`config.mk`:
```
export PLATFORM = sky130hd
export DESIGN_NAME = fpe_seq_ctrl
export DESIGN_NICKNAME = d
export VERILOG_FILES = /design/src/rtl/fpe_pkg.sv /design/src/rtl/fpe_addr_map.sv /design/src/rtl/fpe_lock_bank.sv /design/src/rtl/fpe_op_fsm.sv /design/src/rtl/fpe_rd_guard.sv /design/src/rtl/fpe_seq_ctrl.sv
export SDC_FILE = /design/constraint.sdc
export NUM_CORES = 1
export LEC_CHECK = 0
export BUFFER_PORTS_ARGS = -buffer_cell sky130_fd_sc_hd__buf_2
export CORE_MARGIN = 10
export CORE_UTILIZATION = 60
export CTS_CLUSTER_DIAMETER = 120
export CTS_CLUSTER_SIZE = 25
export DETAILED_ROUTE_END_ITERATION = 12
export HOLD_SLACK_MARGIN = 0.03
export MAX_ROUTING_LAYER = met4
export PLACE_DENSITY = 0.76
export SLEW_MARGIN = 5
export SYNTH_ARGS = -nofsm -noshare
export SYNTH_HDL_FRONTEND = slang
export SYNTH_SLANG_ARGS = --single-unit
export TNS_END_PERCENT = 30
```
`constraint.sdc`:
```
create_clock -name clk_i -period 5.5 [get_ports clk_i]
set_input_delay 0.275 -clock clk_i [delete_from_list [all_inputs] [get_ports clk_i]]
set_output_delay 0.275 -clock clk_i [all_outputs]
set_load 0.05 [all_outputs]
```
`src/rtl/fpe_pkg.sv`:
```
package fpe_pkg;
  typedef enum logic [2:0] {
    CMD_NOP    = 3'd0,
    CMD_PROG   = 3'd1,
    CMD_ERASE  = 3'd2,
    CMD_SUSP   = 3'd3,
    CMD_RESUME = 3'd4,
    CMD_LOCK   = 3'd5,
    CMD_UNLOCK = 3'd6,
    CMD_CLRST  = 3'd7
  } fpe_cmd_e;

  typedef enum logic [2:0] {
    OP_IDLE,
    OP_ERS,
    OP_PRG,
    OP_ERS_SUS,
    OP_PRG_SUS,
    OP_PIES      // program running inside an erase suspend
  } fpe_op_e;

  localparam int ST_READY = 0;
  localparam int ST_ESUS  = 1;
  localparam int ST_PSUS  = 2;
  localparam int ST_LKERR = 3;
  localparam int ST_VPERR = 4;
  localparam int ST_W     = 5;
endpackage

```
`src/rtl/fpe_addr_map.sv`:
```
module fpe_addr_map #(
  parameter int ADDR_W      = 24,
  parameter int MAIN_OFS_W  = 16,
  parameter int PARAM_OFS_W = 14,
  parameter int BLK_W       = 9
) (
  input  logic [ADDR_W-1:0] addr_i,
  output logic [BLK_W-1:0]  blk_o
);
  localparam int NUM_PARAM = 1 << (MAIN_OFS_W - PARAM_OFS_W);
  localparam logic [ADDR_W-1:0] MAIN_BASE = ADDR_W'(1) << MAIN_OFS_W;

  always_comb begin
    if (addr_i < MAIN_BASE) blk_o = BLK_W'(addr_i >> PARAM_OFS_W);
    else                    blk_o = BLK_W'(addr_i >> MAIN_OFS_W) + BLK_W'(NUM_PARAM - 1);
  end
endmodule

```
`src/rtl/fpe_lock_bank.sv`:
```
module fpe_lock_bank #(
  parameter int NBLK  = 259,
  parameter int BLK_W = 9
) (
  input  logic             clk_i,
  input  logic             rst_ni,
  input  logic             we_i,
  input  logic             set_i,
  input  logic [BLK_W-1:0] blk_i,
  output logic             locked_o
);
  logic [NBLK-1:0] lock_q;

  always_ff @(posedge clk_i or negedge rst_ni) begin
    if (!rst_ni)   lock_q <= {NBLK{1'b1}};
    else if (we_i) lock_q[blk_i] <= set_i;
  end

  assign locked_o = lock_q[blk_i];
endmodule

```
`src/rtl/fpe_op_fsm.sv`:
```
module fpe_op_fsm
  import fpe_pkg::*;
#(
  parameter int ADDR_W = 24,
  parameter int BLK_W  = 9
) (
  input  logic              clk_i,
  input  logic              rst_ni,
  input  logic              req_valid_i,
  input  fpe_cmd_e          cmd_i,
  input  logic [ADDR_W-1:0] req_addr_i,
  input  logic [BLK_W-1:0]  req_blk_i,
  input  logic              req_locked_i,
  input  logic [BLK_W-1:0]  ers_blk_i,
  input  logic              vpp_lockout_i,
  input  logic              done_i,
  output logic              accept_o,
  output logic              lock_we_o,
  output logic              lock_set_o,
  output fpe_op_e           op_o,
  output logic [ADDR_W-1:0] ers_addr_o,
  output logic [ADDR_W-1:0] prg_addr_o,
  output logic              lock_err_o,
  output logic              vpp_err_o
);
  fpe_op_e op_q, op_d;
  logic [ADDR_W-1:0] ers_q, prg_q;
  logic lkerr_q, vperr_q;
  logic running, hold, live, slot_ok, pe_try, pe_vpp, pe_lock, pe_go;
  logic susp_go, res_go, clr;

  always_comb begin
    running = (op_q == OP_ERS) || (op_q == OP_PRG) || (op_q == OP_PIES);
    hold    = running && done_i;
    live    = req_valid_i && !hold;
    unique case (cmd_i)
      CMD_PROG:  slot_ok = (op_q == OP_IDLE) ||
                           ((op_q == OP_ERS_SUS) && (req_blk_i != ers_blk_i));
      CMD_ERASE: slot_ok = (op_q == OP_IDLE);
      default:   slot_ok = 1'b0;
    endcase
    pe_try     = live && slot_ok;
    pe_vpp     = pe_try && vpp_lockout_i;
    pe_lock    = pe_try && !vpp_lockout_i && req_locked_i;
    pe_go      = pe_try && !vpp_lockout_i && !req_locked_i;
    susp_go    = live && (cmd_i == CMD_SUSP) && ((op_q == OP_ERS) || (op_q == OP_PRG));
    res_go     = live && (cmd_i == CMD_RESUME) &&
                 ((op_q == OP_ERS_SUS) || (op_q == OP_PRG_SUS));
    lock_we_o  = live && ((cmd_i == CMD_LOCK) || (cmd_i == CMD_UNLOCK));
    lock_set_o = (cmd_i == CMD_LOCK);
    clr        = live && (cmd_i == CMD_CLRST);
    accept_o   = pe_go || susp_go || res_go || lock_we_o || clr;

    op_d = op_q;
    if (hold) begin
      op_d = (op_q == OP_PIES) ? OP_ERS_SUS : OP_IDLE;
    end else if (pe_go) begin
      if (cmd_i == CMD_ERASE)    op_d = OP_ERS;
      else if (op_q == OP_IDLE)  op_d = OP_PRG;
      else                       op_d = OP_PIES;
    end else if (susp_go) begin
      op_d = (op_q == OP_ERS) ? OP_ERS_SUS : OP_PRG_SUS;
    end else if (res_go) begin
      op_d = (op_q == OP_ERS_SUS) ? OP_ERS : OP_PRG;
    end
  end

  always_ff @(posedge clk_i or negedge rst_ni) begin
    if (!rst_ni) begin
      op_q    <= OP_IDLE;
      ers_q   <= '0;
      prg_q   <= '0;
      lkerr_q <= 1'b0;
      vperr_q <= 1'b0;
    end else begin
      op_q <= op_d;
      if (pe_go && (cmd_i == CMD_ERASE)) ers_q <= req_addr_i;
      if (pe_go && (cmd_i == CMD_PROG))  prg_q <= req_addr_i;
      if (clr) begin
        lkerr_q <= 1'b0;
        vperr_q <= 1'b0;
      end else begin
        lkerr_q <= lkerr_q | pe_lock;
        vperr_q <= vperr_q | pe_vpp;
      end
    end
  end

  assign op_o       = op_q;
  assign ers_addr_o = ers_q;
  assign prg_addr_o = prg_q;
  assign lock_err_o = lkerr_q;
  assign vpp_err_o  = vperr_q;
endmodule

```
`src/rtl/fpe_rd_guard.sv`:
```
module fpe_rd_guard
  import fpe_pkg::*;
#(
  parameter int ADDR_W = 24,
  parameter int BANK_W = 4,
  parameter int BLK_W  = 9
) (
  input  fpe_op_e           op_i,
  input  logic [ADDR_W-1:0] rd_addr_i,
  input  logic [BANK_W-1:0] rd_bank_i,
  input  logic [BLK_W-1:0]  rd_blk_i,
  input  logic [BANK_W-1:0] ers_bank_i,
  input  logic [BLK_W-1:0]  ers_blk_i,
  input  logic [BANK_W-1:0] prg_bank_i,
  input  logic [ADDR_W-1:0] prg_addr_i,
  output logic              rd_ok_o
);
  always_comb begin
    unique case (op_i)
      OP_ERS:     rd_ok_o = (rd_bank_i != ers_bank_i);
      OP_PRG:     rd_ok_o = (rd_bank_i != prg_bank_i);
      OP_ERS_SUS: rd_ok_o = (rd_blk_i != ers_blk_i);
      OP_PRG_SUS: rd_ok_o = (rd_addr_i != prg_addr_i);
      OP_PIES:    rd_ok_o = (rd_bank_i != prg_bank_i) && (rd_blk_i != ers_blk_i);
      default:    rd_ok_o = 1'b1;
    endcase
  end
endmodule

```
`src/rtl/fpe_seq_ctrl.sv`:
```
module fpe_seq_ctrl
  import fpe_pkg::*;
#(
  parameter int ADDR_W      = 24,
  parameter int BANK_W      = 4,
  parameter int MAIN_OFS_W  = 16,
  parameter int PARAM_OFS_W = 14
) (
  input  logic              clk_i,
  input  logic              rst_ni,
  input  logic              req_valid_i,
  input  logic [2:0]        req_cmd_i,
  input  logic [ADDR_W-1:0] req_addr_i,
  input  logic              done_i,
  input  logic              vpp_lockout_i,
  input  logic [ADDR_W-1:0] rd_addr_i,
  output logic              rd_ok_o,
  output logic              accept_o,
  output logic [ST_W-1:0]   status_o
);
  localparam int NUM_PARAM = 1 << (MAIN_OFS_W - PARAM_OFS_W);
  localparam int NUM_SEC   = 1 << (ADDR_W - MAIN_OFS_W);
  localparam int NBLK      = NUM_SEC - 1 + NUM_PARAM;
  localparam int BLK_W     = $clog2(NBLK);
  localparam int MAP_N     = 3;   // request, read, stored erase

  fpe_op_e op;
  logic [ADDR_W-1:0] ers_addr, prg_addr;
  logic [ADDR_W-1:0] map_addr [MAP_N];
  logic [BLK_W-1:0]  map_blk  [MAP_N];
  logic lock_we, lock_set, req_locked, lock_err, vpp_err;

  assign map_addr[0] = req_addr_i;
  assign map_addr[1] = rd_addr_i;
  assign map_addr[2] = ers_addr;

  for (genvar g = 0; g < MAP_N; g++) begin : g_map
    fpe_addr_map #(
      .ADDR_W(ADDR_W), .MAIN_OFS_W(MAIN_OFS_W),
      .PARAM_OFS_W(PARAM_OFS_W), .BLK_W(BLK_W)
    ) u_map (
      .addr_i(map_addr[g]),
      .blk_o (map_blk[g])
    );
  end

  fpe_lock_bank #(.NBLK(NBLK), .BLK_W(BLK_W)) u_locks (
    .clk_i   (clk_i),
    .rst_ni  (rst_ni),
    .we_i    (lock_we),
    .set_i   (lock_set),
    .blk_i   (map_blk[0]),
    .locked_o(req_locked)
  );

  fpe_op_fsm #(.ADDR_W(ADDR_W), .BLK_W(BLK_W)) u_fsm (
    .clk_i        (clk_i),
    .rst_ni       (rst_ni),
    .req_valid_i  (req_valid_i),
    .cmd_i        (fpe_cmd_e'(req_cmd_i)),
    .req_addr_i   (req_addr_i),
    .req_blk_i    (map_blk[0]),
    .req_locked_i (req_locked),
    .ers_blk_i    (map_blk[2]),
    .vpp_lockout_i(vpp_lockout_i),
    .done_i       (done_i),
    .accept_o     (accept_o),
    .lock_we_o    (lock_we),
    .lock_set_o   (lock_set),
    .op_o         (op),
    .ers_addr_o   (ers_addr),
    .prg_addr_o   (prg_addr),
    .lock_err_o   (lock_err),
    .vpp_err_o    (vpp_err)
  );

  fpe_rd_guard #(.ADDR_W(ADDR_W), .BANK_W(BANK_W), .BLK_W(BLK_W)) u_guard (
    .op_i      (op),
    .rd_addr_i (rd_addr_i),
    .rd_bank_i (rd_addr_i[ADDR_W-1 -: BANK_W]),
    .rd_blk_i  (map_blk[1]),
    .ers_bank_i(ers_addr[ADDR_W-1 -: BANK_W]),
    .ers_blk_i (map_blk[2]),
    .prg_bank_i(prg_addr[ADDR_W-1 -: BANK_W]),
    .prg_addr_i(prg_addr),
    .rd_ok_o   (rd_ok_o)
  );

  always_comb begin
    status_o           = '0;
    status_o[ST_READY] = !((op == OP_ERS) || (op == OP_PRG) || (op == OP_PIES));
    status_o[ST_ESUS]  = (op == OP_ERS_SUS) || (op == OP_PIES);
    status_o[ST_PSUS]  = (op == OP_PRG_SUS);
    status_o[ST_LKERR] = lock_err;
    status_o[ST_VPERR] = vpp_err;
  end
endmodule

```
== Word-level counts from Yosys, hierarchy flattened ==
Cells that the tools add are included.
W data, S select, Z words.

* Register bits: 312
* Output and inout bits: 7
* Logic and storage cells: 88

* Add/subtract/negate cells: 3
* Magnitude comparators: 5
* Equal/unequal tests: 17
* Multiplexer cells: 21
* Bitwise gates (word level): 2
* Reductions and logical operators: 34

{| class="wikitable"
|+ Operators with widths
! kind !! number
|-
| $bwmux W259 || 1
|-
| $lt A24 B17 Y1 const B || 3
|-
| $add A8 B2 Y9 const B || 3
|-
| $mux W9 || 3
|-
| $ne A24 B24 Y1 || 1
|-
| $mux W3 || 7
|-
| $eq A3 B3 Y1 const B || 6
|-
| $logic_and A1 B1 Y1 || 18
|-
| $ne A9 B9 Y1 || 2
|-
| $eq A3 B2 Y1 const B || 4
|-
| $logic_or A1 B1 Y1 || 10
|-
| $lt A9 B10 Y1 const B || 1
|-
| $bmux W1 S9 || 1
|-
| $demux W1 S9 || 1
|-
| $ge A9 B1 Y1 const B || 1
|-
| $ne A4 B4 Y1 || 2
|-
| $eq A3 B1 Y1 const B || 2
|-
| $pmux W1 S5 || 1
|-
| $logic_not A1 Y1 || 4
|-
| $mux W1 || 4
|-
| $mux W2 || 2
|-
| $reduce_bool A4 Y1 || 1
|-
| $logic_not A3 Y1 || 1
|-
| $or A1 B1 Y1 || 2
|-
| $pmux W1 S2 || 1
|}

== Logic depth before layout (Yosys ltp) ==
* Word-level depth: 13
* Depth in mapped cells: 18
* Depth with buffers taken out: 12

== Hierarchy ==
A second synthesis with hierarchy kept.

* Cells, all modules: 1708
* Area, all modules: 17257.8 um2

{| class="wikitable"
|+ Modules (own cells, without submodules)
! module !! times used !! cells an instance !! area each (um2)
|-
| fpe_lock_bank || 1 || 1379 || 13575.5
|-
| fpe_op_fsm || 1 || 182 || 2536.2
|-
| fpe_addr_map || 3 || 26 || 197.7
|-
| fpe_rd_guard || 1 || 62 || 501.7
|-
| fpe_seq_ctrl || 1 || 7 || 51.3
|}

== Least setup slack after synthesis ==
Ideal clock, no wire load.

* Path type: input to register
* From: in req_addr_i[16]
* To: reg u_fsm.prg_q[10] (netlist: u_fsm.prg_addr_o[10])
* Data arrival time: 4.369 ns
* Slack: 1.006 ns
* Cell stages on the path: 17
* Path buffers: 5
* Cells stage by stage: clkbuf_1 clkinv_1 ha_1 clkbuf_1 clkinv_1 a21oi_1 nor2_1 buf_2 buf_2 mux4_2 a2111oi_0 a311oi_1 o21ai_0 o21ai_1 nor4_4 buf_6 mux2_2

* Cells in the longest elaborated chain, start to end: 10

{| class="wikitable"
|+ Ends and longest elaborated chain
! item !! RTL line !! RTL
|-
| start, declared || fpe_seq_ctrl.sv:13 || <nowiki>input logic [ADDR_W-1:0] req_addr_i,</nowiki>
|-
| $lt A24 B17 Y1 / $add A8 B2 Y9 (equally long branches) || fpe_addr_map.sv:14, fpe_addr_map.sv:15 ||
|-
| $mux W9 (*) || fpe_addr_map.sv:14 || <nowiki>if (addr_i < MAIN_BASE) blk_o = BLK_W'(addr_i >> PARAM_OFS_W);</nowiki>
|-
| branches (longest 6 deep; another with $bmux W1 S9) || n/a ||
|-
| $logic_and A1 B1 Y1 (*) || fpe_op_fsm.sv:45 || <nowiki>pe_go = pe_try && !vpp_lockout_i && !req_locked_i;</nowiki>
|-
| $logic_and A1 B1 Y1 (*) || fpe_op_fsm.sv:78 || <nowiki>if (pe_go && (cmd_i == CMD_PROG)) prg_q <= req_addr_i;</nowiki>
|-
| end signal, assigned || fpe_op_fsm.sv:78 ||
|-
| end, declared || fpe_op_fsm.sv:27 || <nowiki>logic [ADDR_W-1:0] ers_q, prg_q;</nowiki>
|}

Every way passes the cells marked *. The select of a mux whose other input is x is not followed.
A chain may end at the register's enable or synchronous reset.

== Worst setup path after layout ==
* From: in req_addr_i[17]
* To: out accept_o

* Cells in the longest elaborated chain, start to end: 13

{| class="wikitable"
|+ Ends and longest elaborated chain
! item !! RTL line !! RTL
|-
| $lt A24 B17 Y1 / $add A8 B2 Y9 (equally long branches) || fpe_addr_map.sv:14, fpe_addr_map.sv:15 ||
|-
| $mux W9 (*) || fpe_addr_map.sv:14 ||
|-
| branches (longest 6 deep; another with $bmux W1 S9) || n/a ||
|-
| $logic_and A1 B1 Y1 (*) || fpe_op_fsm.sv:45 ||
|-
| $logic_or A1 B1 Y1 (*) (4 in series) || fpe_op_fsm.sv:52 || <nowiki>accept_o = pe_go || susp_go || res_go || lock_we_o || clr;</nowiki>
|-
| end, declared || fpe_seq_ctrl.sv:18 || <nowiki>output logic accept_o,</nowiki>
|}

Marks and branches as above.

==> impl_metrics.py <==
metrics = {
    "synth": {
        "synth_fp_nets": 1895,
        "yosys_register_bits": 298,
        "seq_area_frac_synth": 0.4392,
        "synth_mux_area_frac": 0.08638,
        "yosys.area.top_type_share": 0.3841,
        "synth_top_family_by_area": "compound AO/OA/AOI/OAI gates",
        "synthSimpleGateAreaFrac": 0.09210,
        "synth-edff-count": 0,
        "synthTopCellsByArea": "dfstp_2, o31ai_1, o21ai_0",
        "synth_area_um2": 17720,
        "avgSynthCellArea_um2": 9.649,
        "yosys.area_share.xor_xnor": 0.03016,
        "ys_types": 83,
        "ys.flop_type": "dfstp_2",
        "synthAdderAreaFrac": 0.002119,
        "async_reset_ff_frac": 1.000,
        "syn_inst": 1836,
        "yosysWarnings": 0,
        "synth_top_area_cell": "dfstp_2",
        "synth_compound_area_frac": 0.2977,
    },
    "route": {
        "num_vias": 15520,
        "wl_per_cell_um": 25.00,
        "first_iter_violations": 2082,
        "routed_via_density": 7.130,
        "drc": 0,
        "ant_nets": 0,
        "drt_pre_antenna_iters": 6,
        "wl_um": 54400,
    },
    "grt": {
        "grt_first_pass_wirelength_um": 85440,
        "grt_max_degree": 182,
        "grt_pass1_vias": 14630,
        "grt_use_total": 0.2992,
        "antenna_found_initial": 0,
        "grt_overflow": 0,
    },
    "placed_design": {
        "gp_congestion": 0.9315,
        "dp_hpwl_um": 34910,
        "dp.cells": 2140,
        "portBuffers": 62,
    },
    "setup_path": {
        "start_kind": "input pin",
        "end_kind": "primary output",
        "worst-endpoint-arrival_ns": 4.99,
        "worstSetupPathType": "input pin to primary output",
        "r2r-end": "u_fsm.prg_addr_o[7]$_DFFE_PN0P_",
        "rrSetupSlack_ns": 1.60,
        "worst-path-max-fanout": 20,
        "critPathLaunch": "req_addr_i[17]",
        "rr_worst_depth": 11,
        "cp-endpoint": "accept_o",
        "reg2reg_from": "u_fsm.op_o[0]$_DFFE_PN0P_",
        "cp_data_required_time_ns": 5.22,
    },
    "sta": {
        "setup_viol": 0,
        "tns_ns": 0,
        "rsz0062_at_grt": "no",
        "hold_violations": 0,
        "fin_hold_ws_ns": 0.1661,
        "clock_skew_ns": 0.02170,
        "maxSlewViolCount": 0,
        "fmax_mhz": 189.9,
        "max-slew-margin-rel": 0.09701,
        "worst_pin_slew_ns": 1.351,
        "finalCritPeriodShare": 0.9576,
        "layout_min_cycle_time_ns": 5.267,
    },
    "floorplanning": {
        "core_area_um2": 28940,
        "dieArea_um2": 36800,
        "die_width_um": 191.8,
        "ios": 63,
        "rows": 62,
        "die_y_um": 191.8,
        "start_util": 0.6123,
    },
    "power": {
        "irDropWorstVdd_mv": 0.2045,
        "internal_power_mw": 2.971,
        "seq_power_share": 0.548,
        "power_frac_comb": 0.155,
        "p_switching_mw": 1.185,
        "pwr_density_cell_nw_per_um2": 220.7,
        "p_sw_frac": 0.2851,
        "leakage_nw": 6.603,
        "clkPwrFrac": 0.297,
    },
    "clocking": {
        "htreeDepth": 1,
        "cts_setup_buffers": 0,
        "cts_buffers": 15,
        "cts_tree": "done",
        "clk_path_buf_depth": 3,
        "clk_pin_slew_worst_paths_ns": 0.12,
        "clockRootBuffer": "clkbuf_16",
        "clock_latency_ns": 0.51,
        "cts.sinks": 298,
    },
    "outcome": {
        "status": "finished clean",
    },
    "flow_run": {
        "cap_violations": 0,
    },
    "finish": {
        "area_growth_pct": 6.265,
        "n_fill_cell": 2301,
        "multiInputGateArea_um2": 9045,
        "diodes": 0,
        "drive_gt1_frac": 0.2790,
        "seq_area_um2": 7781,
        "nets": 1848,
        "fin_cells": 2176,
    },
    "min_path": {
        "min_path_type": "input pin to register",
    },
}
cell usage after synthesis (22+ instances only):
| cell | n |
|---|---|
| xnor2_1 | 39 |
| dfrtp_1 | 39 |
| a21oi_1 | 71 |
| o21ai_0 | 296 |
| clkbuf_1 | 187 |
| o31ai_1 | 260 |
| a211oi_1 | 25 |
| nor2_1 | 46 |
| nand2_1 | 98 |
| xor2_1 | 22 |
| dfstp_2 | 259 |
| mux4_2 | 23 |
| mux2i_1 | 55 |
| mux2_2 | 39 |
| nand3_1 | 34 |
stage by stage:
stage | area (um^2) | setup WS, ns | power, mW | utilization
after floorplan | 17720 | 1.006 | 2.698 | -
after global placement | 18260 | 0.2255 | 2.915 | 0.6311
after detailed placement | 18260 | 0.03131 | 2.928 | 0.6311
after CTS | 18830 | 0.1029 | 4.161 | 0.6506
after global routing | 18830 | 0.02537 | 4.301 | 0.6506
final | 18830 | 0.2331 | 4.156 | 0.6506
cells by family after synthesis:
group | after synthesis
mux | 119
compound gates | 813
xor+xnor | 61
buf+inv | 232
fa+ha+maj | 3
flops | 298
simple gates | 310
layout make-up:
class                      instances  area share
multi-input combinational       1306      0.4805
sequential                       298      0.4133
timing repair buffer             147     0.05503
tap                              384     0.02552
clock buffer                      20     0.02147
inverter                          21    0.004187
layout by cell type (no fill, tap or decap), types with 12 or more instances in the layout:
master and count:
a31oi_1 18, o22ai_1 17, mux4_2 23, inv_1 18
dfstp_2 259, nand3_1 34, mux2i_1 55, clkbuf_16 15
o31ai_1 260, xnor2_1 39, o21ai_0 296, buf_2 61
nor3_1 19, a211oi_1 25, a2111oi_0 19, o211ai_1 12
nand2_1 97, dlygate4sd3_1 16, nor2_1 44, a21oi_1 71
mux2_2 39, nand4_1 12, xor2_1 22, dfrtp_1 39
buf_4 66, and3_1 17
metal layers:
layer,vias to the layer above,GRT usage,part of all wire
met4,0,0.1136,0.041
met1,7639,0.4005,0.41
li1,6915,-,-
met5,-,-,0
met3,143,0.04171,0.095
met2,818,0.4553,0.45
power groups by stage:
stage               sequential (mW)  clock (mW)  combinational [mW]
detailed placement             2.31           0               0.617
global placement               2.31           0               0.606
finish                         2.28        1.23               0.643
global route                   2.28        1.33               0.687
floorplan                      2.30           0               0.402
CTS                            2.28        1.26               0.628
critical path, cell delays in order:
cell and delay, ns:
buf_2 0.17, inv_1 0.12, ha_1 0.18, or3b_2 0.70, o21ai_0 0.29, buf_4 0.25
nand2_1 0.09, buf_4 0.24, a211o_1 0.29, o2111a_1 0.12, o311ai_1 0.58, nor4bb_1 0.58
nand4_2 0.37, or2_2 0.41, nand2_1 0.06, buf_2 0.25
state kept, by name, summed over array words and instances (netlist names):
register          cells
u_fsm.prg_addr_o     24
u_fsm.op_o            3
u_fsm.ers_addr_o     10
u_fsm.vpp_err_o       1
u_fsm.lock_err_o      1
u_locks.lock_q      259
how the worst min path moves through the flow:
| stage | from | to | slack [ns] | depth (start not counted) |
|---|---|---|---|---|
| global placement | rst_ni | u_fsm.prg_addr_o[13]$_DFFE_PN0P_ | 0.41 | 1 |
| global route | req_addr_i[17] | u_fsm.prg_addr_o[17]$_DFFE_PN0P_ | 0.19 | 2 |
| detailed placement | rst_ni | u_fsm.prg_addr_o[6]$_DFFE_PN0P_ | 0.41 | 1 |
| finish | req_addr_i[17] | u_fsm.prg_addr_o[17]$_DFFE_PN0P_ | 0.17 | 2 |
| CTS | req_addr_i[17] | u_fsm.prg_addr_o[17]$_DFFE_PN0P_ | 0.14 | 2 |
| floorplan | rst_ni | u_fsm.ers_addr_o[14]$_DFFE_PN0P_ | -0.02 | 0 |
repair_timing:
action / in CTS / in global routing
hold buffers: 16 / 0
resized for setup: 0 / 1
endpoints found under the hold margin: 54 / 0
setup endpoints to repair: 0 / 1
Power figures use the tool's default switching activity.
